$ cat src/rtl/qdec_pkg.sv
package qdec_pkg;

   localparam int FLT_LEN_W = 3;

   typedef struct packed {
      logic [1:0]           idx_sel;
      logic                 idx_en;
      logic                 dec_en;
      logic [FLT_LEN_W-1:0] filt_len;
   } qdec_cfg_t;

   typedef enum logic [1:0] {
      STEP_NONE = 2'd0,
      STEP_UP   = 2'd1,
      STEP_DOWN = 2'd2,
      STEP_BAD  = 2'd3
   } step_t;

   // Gray state {ph0,ph90} -> position 0..3 along the up sequence
   function automatic logic [1:0] gray_to_pos(input logic [1:0] g);
      return {g[1], g[1] ^ g[0]};
   endfunction

endpackage

$ cat src/rtl/qdec_ctrl_reg.sv
module qdec_ctrl_reg
   import qdec_pkg::*;
(
   input  logic       clk,
   input  logic       rst,
   input  logic       wr,
   input  logic [7:0] wdata,
   output qdec_cfg_t  cfg,
   output logic [7:0] rdata
);

   localparam int CFG_W = $bits(qdec_cfg_t);

   if (CFG_W != 7) begin : g_bad_cfg
      $error("control fields must fill exactly seven bits");
   end

   qdec_cfg_t cfg_q;
   logic      unused_rsvd;

   assign unused_rsvd = wdata[7];

   always_ff @(posedge clk) begin
      if (rst)     cfg_q <= '0;
      else if (wr) cfg_q <= qdec_cfg_t'(wdata[CFG_W-1:0]);
   end

   assign cfg   = cfg_q;
   assign rdata = {1'b0, cfg_q};


   wr_readback_chk: assert property (@(posedge clk) disable iff (rst)
      wr |=> rdata[6:0] == $past(wdata[6:0]));

endmodule

$ cat src/rtl/qdec_glitch_filter.sv
module qdec_glitch_filter #(
   parameter int LEN_W = 3
) (
   input  logic             clk,
   input  logic             rst,
   input  logic [LEN_W-1:0] len,
   input  logic             din,
   output logic             dout
);

   if (LEN_W < 1 || LEN_W > 16) begin : g_bad_len
      $error("filter length width out of range");
   end

   logic [LEN_W-1:0] run_q;
   logic             out_q;

   always_ff @(posedge clk) begin
      if (rst) begin
         out_q <= 1'b0;
         run_q <= '0;
      end else if (din == out_q) begin
         run_q <= '0;
      end else if (run_q == len) begin
         out_q <= din;
         run_q <= '0;
      end else begin
         run_q <= run_q + 1'b1;
      end
   end

   assign dout = out_q;


   flt_follow_chk: assert property (@(posedge clk) disable iff (rst)
      (dout != $past(dout)) |-> ($past(din) == dout));

endmodule

$ cat src/rtl/qdec_step_decoder.sv
module qdec_step_decoder
   import qdec_pkg::*;
(
   input  logic [1:0] prev_ph,
   input  logic [1:0] cur_ph,
   output step_t      step
);

   logic [1:0] delta;

   assign delta = gray_to_pos(cur_ph) - gray_to_pos(prev_ph);

   always_comb begin
      unique case (delta)
         2'd0:    step = STEP_NONE;
         2'd1:    step = STEP_UP;
         2'd3:    step = STEP_DOWN;
         default: step = STEP_BAD;
      endcase
   end

endmodule

$ cat src/rtl/qdec_pos_counter.sv
module qdec_pos_counter
   import qdec_pkg::*;
#(
   parameter int CNT_W = 16
) (
   input  logic             clk,
   input  logic             rst,
   input  logic             en,
   input  logic             idx_en,
   input  logic [1:0]       idx_sel,
   input  logic [1:0]       ph,
   input  logic             idx,
   output logic [CNT_W-1:0] count_o,
   output logic             dir_o,
   output logic             step_o,
   output logic             err_o,
   output logic             idx_evt_o
);

   logic [1:0] prev_q;
   logic       acc_q;
   logic       accept;
   logic       idx_hit;
   step_t      step;

   qdec_step_decoder u_step (
      .prev_ph (prev_q),
      .cur_ph  (ph),
      .step    (step)
   );

   assign accept  = en & idx_en & idx & (ph == idx_sel);
   assign idx_hit = accept & ~acc_q;

   always_ff @(posedge clk) begin
      if (rst) begin
         prev_q    <= 2'b00;
         acc_q     <= 1'b0;
         count_o   <= '0;
         dir_o     <= 1'b0;
         step_o    <= 1'b0;
         err_o     <= 1'b0;
         idx_evt_o <= 1'b0;
      end else begin
         prev_q    <= ph;
         acc_q     <= accept;
         step_o    <= en & ((step == STEP_UP) | (step == STEP_DOWN));
         err_o     <= en & (step == STEP_BAD);
         idx_evt_o <= idx_hit;
         if (en && step == STEP_UP)   dir_o <= 1'b1;
         if (en && step == STEP_DOWN) dir_o <= 1'b0;
         if (idx_hit)                          count_o <= '0;
         else if (en && step == STEP_UP)       count_o <= count_o + 1'b1;
         else if (en && step == STEP_DOWN)     count_o <= count_o - 1'b1;
      end
   end


   hold_when_off_chk: assert property (@(posedge clk) disable iff (rst)
      !en |=> $stable(count_o) && !step_o && !err_o && !idx_evt_o);


   count_up_chk: assert property (@(posedge clk) disable iff (rst)
      (en && step == STEP_UP && !idx_hit) |=>
         (count_o == CNT_W'($past(count_o) + 1'b1)) && dir_o);


   count_down_chk: assert property (@(posedge clk) disable iff (rst)
      (en && step == STEP_DOWN && !idx_hit) |=>
         (count_o == CNT_W'($past(count_o) - 1'b1)) && !dir_o);


   bad_step_chk: assert property (@(posedge clk) disable iff (rst)
      (en && step == STEP_BAD && !idx_hit) |=> $stable(count_o) && err_o);


   index_zero_chk: assert property (@(posedge clk) disable iff (rst)
      idx_hit |=> (count_o == '0) && idx_evt_o);


   index_single_chk: assert property (@(posedge clk) disable iff (rst)
      idx_evt_o |=> !idx_evt_o);


   pulse_excl_chk: assert property (@(posedge clk) disable iff (rst)
      $onehot0({step_o, err_o}));

endmodule

$ cat src/rtl/quad_index_decoder.sv
module quad_index_decoder
   import qdec_pkg::*;
#(
   parameter int CNT_W = 16
) (
   input  logic             clk,
   input  logic             rst,
   input  logic             cfg_wr,
   input  logic [7:0]       cfg_wdata,
   output logic [7:0]       cfg_rdata,
   input  logic             ph0_in,
   input  logic             ph90_in,
   input  logic             index_in,
   output logic [CNT_W-1:0] count_o,
   output logic             dir_o,
   output logic             step_o,
   output logic             err_o,
   output logic             index_evt_o
);

   localparam int N_IN = 3;

   if (CNT_W < 2 || CNT_W > 64) begin : g_bad_cnt
      $error("counter width must lie between 2 and 64");
   end

   qdec_cfg_t       cfg;
   logic [N_IN-1:0] raw;
   logic [N_IN-1:0] filt;

   assign raw = {index_in, ph0_in, ph90_in};

   qdec_ctrl_reg u_ctrl (
      .clk   (clk),
      .rst   (rst),
      .wr    (cfg_wr),
      .wdata (cfg_wdata),
      .cfg   (cfg),
      .rdata (cfg_rdata)
   );

   for (genvar i = 0; i < N_IN; i++) begin : g_flt
      qdec_glitch_filter #(.LEN_W(FLT_LEN_W)) u_flt (
         .clk  (clk),
         .rst  (rst),
         .len  (cfg.filt_len),
         .din  (raw[i]),
         .dout (filt[i])
      );
   end

   qdec_pos_counter #(.CNT_W(CNT_W)) u_cnt (
      .clk       (clk),
      .rst       (rst),
      .en        (cfg.dec_en),
      .idx_en    (cfg.idx_en),
      .idx_sel   (cfg.idx_sel),
      .ph        (filt[1:0]),
      .idx       (filt[2]),
      .count_o   (count_o),
      .dir_o     (dir_o),
      .step_o    (step_o),
      .err_o     (err_o),
      .idx_evt_o (index_evt_o)
   );

endmodule

$ cat config.mk
export PLATFORM = sky130hd
export DESIGN_NAME = quad_index_decoder
export DESIGN_NICKNAME = d
export VERILOG_FILES = /design/src/rtl/qdec_pkg.sv /design/src/rtl/qdec_ctrl_reg.sv /design/src/rtl/qdec_glitch_filter.sv /design/src/rtl/qdec_step_decoder.sv /design/src/rtl/qdec_pos_counter.sv /design/src/rtl/quad_index_decoder.sv
export SDC_FILE = /design/constraint.sdc
export NUM_CORES = 1
export LEC_CHECK = 0
export BUFFER_PORTS_ARGS = -buffer_cell sky130_fd_sc_hd__buf_2
export CORE_MARGIN = 4
export CORE_UTILIZATION = 55
export CTS_CLUSTER_SIZE = 20
export DETAILED_ROUTE_END_ITERATION = 10
export PLACE_DENSITY = 0.79
export SKIP_CTS_REPAIR_TIMING = 1
export SLEW_MARGIN = 20
export SYNTH_ARGS = -nofsm -noshare
export SYNTH_HDL_FRONTEND = slang
export SYNTH_SLANG_ARGS = --single-unit
$ cat constraint.sdc
create_clock -name clk -period 6.6 [get_ports clk]
set_input_delay 0.66 -clock clk [delete_from_list [all_inputs] [get_ports clk]]
set_output_delay 0.66 -clock clk [all_outputs]
set_load 0.05 [all_outputs]
# Yosys cells after proc, flatten, opt, wreduce, memory -nomap -nowiden
# Index checks and enable logic that the tools add are counted.
[classes] addsub=6 reduce_logical=12 n_eq_ne=12 bitwise_logic=13 mux=3
[ops] operator="$mux W16" count=2
[ops] operator="$add A16 B1 Y16 const B" count=1
[ops] operator="$sub A16 B1 Y16 const B" count=1
[ops] operator="$add A3 B1 Y3 const B" count=3
[ops] operator="$eq A3 B3 Y1" count=3
[ops] operator="$reduce_or A3 Y1" count=3
[ops] operator="$and A1 B1 Y1" count=6
[ops] operator="$eq A2 B2 Y1 const B" count=3
[ops] operator="$pmux W2 S3" count=1
[ops] operator="$reduce_and A2 Y1" count=3
[ops] operator="$eq A2 B1 Y1 const B" count=2
[ops] operator="$not A1 Y1" count=4
[ops] operator="$reduce_or A2 Y1" count=2
[ops] operator="$eq A1 B1 Y1" count=3
[ops] operator="$eq A2 B2 Y1" count=1
[ops] operator="$logic_and A1 B1 Y1" count=2
[ops] operator="$logic_not A2 Y1" count=1
[ops] operator="$reduce_bool A2 Y1" count=1
[ops] operator="$sub A2 B2 Y2" count=1
[ops] operator="$xor A1 B1 Y1" count=2
[ops] operator="$or A1 B1 Y1" count=1
[totals] register_bits=42 inputBits=14 out_inout_bits=28

# Depth between registers and ports, before layout
[logic_depth] ltp_word=8 ltp_mapped=14 depth_no_buf=13

# Modules after synthesis
# A second synthesis with hierarchy kept.
[unflattened] cells_unflattened=287 hier_area_um2=2514.9
[modules_own_cells] module="qdec_pos_counter" seq_area_each_um2=460.4 area_each_um2=1536.5 cells_each=191 n_inst=1
[modules_own_cells] module="qdec_glitch_filter" seq_area_each_um2=80.1 area_each_um2=192.7 cells_each=19 n_inst=3
[modules_own_cells] module="qdec_ctrl_reg" seq_area_each_um2=140.1 area_each_um2=311.5 cells_each=31 n_inst=1
[modules_own_cells] module="qdec_step_decoder" seq_area_each_um2=0.0 area_each_um2=88.8 cells_each=8 n_inst=1

# Least setup slack after synthesis
# OpenSTA, ideal clock, no wires.
[synth_path] kind="flip-flop to flip-flop" from="register g_flt[1].u_flt.out_q" to="register u_cnt.count_o[12]" setup_time_ns=0.063 path_stages_with_launch=14 slack_ns=3.475 period_less_slack_ns=3.125 arrival_ns=3.062 path_cell_list="dfxtp_1 -> buf_2 -> xnor2_1 -> ha_1 -> nor2b_1 -> buf_2 -> nand2_1 -> ha_1 -> a21o_1 -> a21o_1 -> o31ai_4 -> o21bai_2 -> or3_1 -> nand3_1"
[synth_via] elab_chain_cells=7 elab_cells_between_ends=16 classes_between="add/sub: 1; eq/ne: 5; mux: 2; bitwise: 3; reduce/logical: 5"
[synth_lines] element="start: declaration" line="qdec_glitch_filter.sv:16" text="logic out_q;"
[synth_lines] element="start signal: assignment" line="qdec_glitch_filter.sv:25" text="out_q <= din;"
[synth_lines] element="$xor A1 B1 Y1" line="qdec_pkg.sv:21" text="return {g[1], g[1] ^ g[0]};"
[synth_lines] element="$sub A2 B2 Y2" line="qdec_step_decoder.sv:11" text="assign delta = gray_to_pos(cur_ph) - gray_to_pos(prev_ph);"
[synth_lines] element="$eq A2 B2 Y1 (tied with other cells)" line="qdec_step_decoder.sv:14" text="unique case (delta)"
[synth_lines] element="$pmux W2 S3" line="qdec_step_decoder.sv:14"
[synth_lines] element="$eq A2 B1 Y1 or $eq A2 B2 Y1 (tied branches)" line="qdec_pos_counter.sv:53, qdec_pos_counter.sv:54"
[synth_lines] element="$logic_and A1 B1 Y1, on equally long branches" line="qdec_pos_counter.sv:53, qdec_pos_counter.sv:54"
[synth_lines] element="$mux W16 or $reduce_bool A2 Y1 (tied branches)"
[synth_lines] element="end signal: assignment" line="qdec_pos_counter.sv:53" text="else if (en && step == STEP_UP) count_o <= count_o + 1'b1;"
[synth_lines] element="end signal: assignment" line="qdec_pos_counter.sv:54" text="else if (en && step == STEP_DOWN) count_o <= count_o - 1'b1;"
[synth_lines] element="end: declaration" line="qdec_pos_counter.sv:13" text="output logic [CNT_W-1:0] count_o,"
# Several ways; a longest one is shown, not always the timed one.
# A chain may end at the register's enable or synchronous reset.

# Worst setup path after layout
[layout_path] from="register g_flt[1].u_flt.out_q" to="register u_cnt.count_o[15]"
# The elaborated chain is that of the path after synthesis.

==> results.yml <==
sta:
  fmax_mhz: 266.5
  clock_skew_ns: 0.004898
  fin_crit_sh_pct: 56.85
  slew_viol_final: 0
  tns_ns: 0
  finalSetupViolations: 0
  tightest_slew_ns: 0.7506
  finalCriticalPeriod_ns: 3.752
  rsz0062_at_grt: "no"
  hold_viol: 0
  holdWs_ns: 0.4469
  slew_headroom_pct: 49.96
worst_setup_path:
  reg2reg_depth: 12
  worstPathCellList: "xnor2_1 > ha_1 > nor2b_1 > buf_4 > nand2_1 > ha_1 > a21oi_1 > o21ai_1 > a221oi_1 > nand4_1 > a21o_1 > a21oi_1"
  cp_slowest_cell: "ha_1"
  crit_arrival_ns: 3.98
  start_kind: "register"
  worst-path-stages: 12
  crit_required_ns: 6.83
  cp_top_family: "compound AO/OA/AOI/OAI gates"
  regToRegStartpoint: "g_flt[1].u_flt.dout"
  slowest_delay_ns: 0.58
  critPathCapture: "u_cnt.count_o[15]"
  rrSetupSlack_ns: 2.85
  timing.rr.end: "u_cnt.count_o[15]"
  cp-startpoint: "g_flt[1].u_flt.dout"
  critPathKind: "register to register"
  crit_fanout: 20
  crit_buf_inv: 1
  worst_setup_path_end_kind: "register"
die:
  die_h_um: 73.75
  fp.dieArea_um2: 5438
  core_area_um2: 4086
  rows: 23
  io_pins: 42
  start_util_pct: 58.18
  die_w_um: 73.75
yosys:
  synth_commonest_cells: "dfxtp_1 (42), nor2_1 (35), nand2_1 (28)"
  yosys.area.top_type: "dfxtp_1"
  yosysMostFrequentCell: "dfxtp_1"
  ys_types: 37
  synthAdderAreaFrac_pct: 11.37
  syn_area_per_cell_um2: 8.582
  synth-xor-area-share_pct: 11.42
  ys_warn_count: 0
  netlist.area_leader.share_pct: 35.37
  synth_compound_area_share_pct: 13.89
  yosysSeqAreaShare_pct: 35.37
  netlist_area_um2: 2377
  synth_ff_type: "dfxtp_1"
  synth_top_cells_by_area: "dfxtp_1 (35%), ha_1 (11%), xor2_1 (5.9%)"
  syn_inst: 277
  synth_top_family_by_area: "simple AND/OR/NAND/NOR gates"
  synth_mux_area_share_pct: 5.053
  yosys.area_share.simple_pct: 18.89
  synth_edf_count: 0
  synth_nets: 312
  ys_ff_latch: 42
  ys_async_sr_fraction_pct: 0
cells_and_area:
  fillCellCount: 358
  antenna_cells: 0
  fin_util_pct: 65.52
  num-nets-final: 347
  design_area_um2: 2678
  drive_gt1_share_pct: 16.61
  area_delta_synth_final_pct: 12.63
  layoutNonFillerInstCount: 363
placement:
  io_buffers: 39
  dp_hpwl_mm: 3.656
  place_congestion: 0.8704
  dp_cells: 355
  place_area_um2: 2585
power_and_ir_drop:
  p_leak_nw: 1.284
  p_sw_share_pct: 39.11
  pwr-share-comb_pct: 38.7
  p_int_mw: 0.4604
  power_density_nw_per_um2: 282.4
  p_seq_share_pct: 38.3
  p_clk_share_pct: 23.0
  max-vdd-ir-drop_v: 0.0001798
  p_sw_mw: 0.2958
min_path:
  hp-class: "register to register"
global_routing:
  grt_pass1_vias: 1891
  grt_use_total_pct: 19.65
  grt_overflow: 0
  antenna_found_initial: 0
  grt_max_degree: 23
  grt_pass1_wl_mm: 8.480
clocking:
  clock_latency_ns: 0.30
  ctsLongestPathBuffers: 2
  htree_levels: 2
  clkTransAtPathRegs_ns: 0.09
  numCtsBuffers: 5
  root_buffer: "clkbuf_8"
  cts.sinks: 42
  cts_tree: "built"
run:
  drv_cap: 0
route:
  routed_via_density: 5.540
  route.vias.total: 2011
  wirelength_mm: 4.869
  final_antenna_net_count: 0
  first_iter_violations: 80
  drt_pass1_iterations: 4
  drc_errors: 0
  wl_per_cell_um: 13.41
outcome:
  status: "complete, no violations"
[logic make-up after synthesis]
kind of cell | Yosys count
simple gates | 99
flops | 42
xor+xnor | 31
compound gates | 51
buf+inv | 20
mux | 12
other cells | 1
fa+ha+maj | 21
[cell type report]
class,instances,area [um2],share of cell area [%]
sequential,42,840.8,31.40
clock buffer,5,68.82,2.570
tap,50,62.56,2.336
clock inverter,3,23.77,0.8878
inverter,7,26.28,0.9813
multi-input combinational,215,1445,53.97
timing repair buffer,41,210.2,7.850
[registers in the layout (all words and copies together), names as in the netlist]
| name | flops |
|---|---|
| u_ctrl.cfg | 7 |
| u_cnt.err_o | 1 |
| u_cnt.dir_o | 1 |
| g_flt.u_flt.run_q | 9 |
| u_cnt.idx_evt_o | 1 |
| u_cnt.count_o | 16 |
| u_cnt.prev_q | 2 |
| g_flt.u_flt.dout | 3 |
| u_cnt.acc_q | 1 |
| u_cnt.step_o | 1 |
[cells in the final DEF (no fill, tap or decap), drive strengths merged, types with 2 or more instances in the layout]
| cell | netlist | layout |
|---|---|---|
| dfxtp | 42 | 42 |
| buf | 7 | 41 |
| nor2 | 35 | 35 |
| nand2 | 28 | 28 |
| ha | 20 | 20 |
| a21oi | 20 | 20 |
| xor2 | 16 | 16 |
| xnor2 | 15 | 15 |
| mux2i | 12 | 12 |
| nor3 | 8 | 8 |
| inv | 7 | 8 |
| o21ai | 8 | 8 |
| nand3 | 7 | 7 |
| a21o | 7 | 7 |
| or3 | 5 | 5 |
| clkbuf | 6 | 5 |
| nor2b | 4 | 4 |
| a211oi | 4 | 4 |
| a31oi | 4 | 4 |
| nand4 | 4 | 4 |
| nand2b | 3 | 3 |
| o21bai | 3 | 3 |
| o211ai | 2 | 2 |
| clkinvlp | 0 | 2 |
[per-layer routing]
metal | wire [um] | GRT usage [%] | part of all wire [%]
met1 | 2180 | 24.73 | 45
met2 | 2417 | 33.37 | 50
met3 | 210 | 4.514 | 4.3
met4 | 61 | 5.634 | 1.3
met5 | 0 | 0 | 0
[worst min path at each step]
| stage | cells past startpoint | end | start | slack (ns) |
|---|---|---|---|---|
| after global placement | 1 | u_cnt.idx_evt_o | u_cnt.acc_q | 0.43 |
| final | 1 | u_cnt.idx_evt_o | u_cnt.acc_q | 0.45 |
| after CTS | 1 | u_cnt.idx_evt_o | u_cnt.acc_q | 0.45 |
| after detailed placement | 1 | u_cnt.idx_evt_o | u_cnt.acc_q | 0.43 |
| after floorplan | 1 | u_cnt.idx_evt_o | u_cnt.acc_q | 0.42 |
| after global routing | 2 | u_cnt.dir_o | u_cnt.dir_o | 0.48 |
[metrics by stage]
stage,total power [mW],setup WS (ns)
after global placement,0.5787,2.962
after floorplan,0.5320,3.475
after global routing,0.8035,2.611
after detailed placement,0.5863,2.921
final,0.7562,2.848
after CTS,0.7595,2.866
[power groups by stage]
stage                     Sequential (mW)  Clock, mW  Combinational [mW]
after floorplan                     0.332          0               0.200
after global placement              0.294          0               0.284
after detailed placement            0.296          0               0.291
after CTS                           0.290      0.177               0.293
after global routing                0.292      0.188               0.324
final                               0.289      0.174               0.293
(Power assumes the default switching activity.)
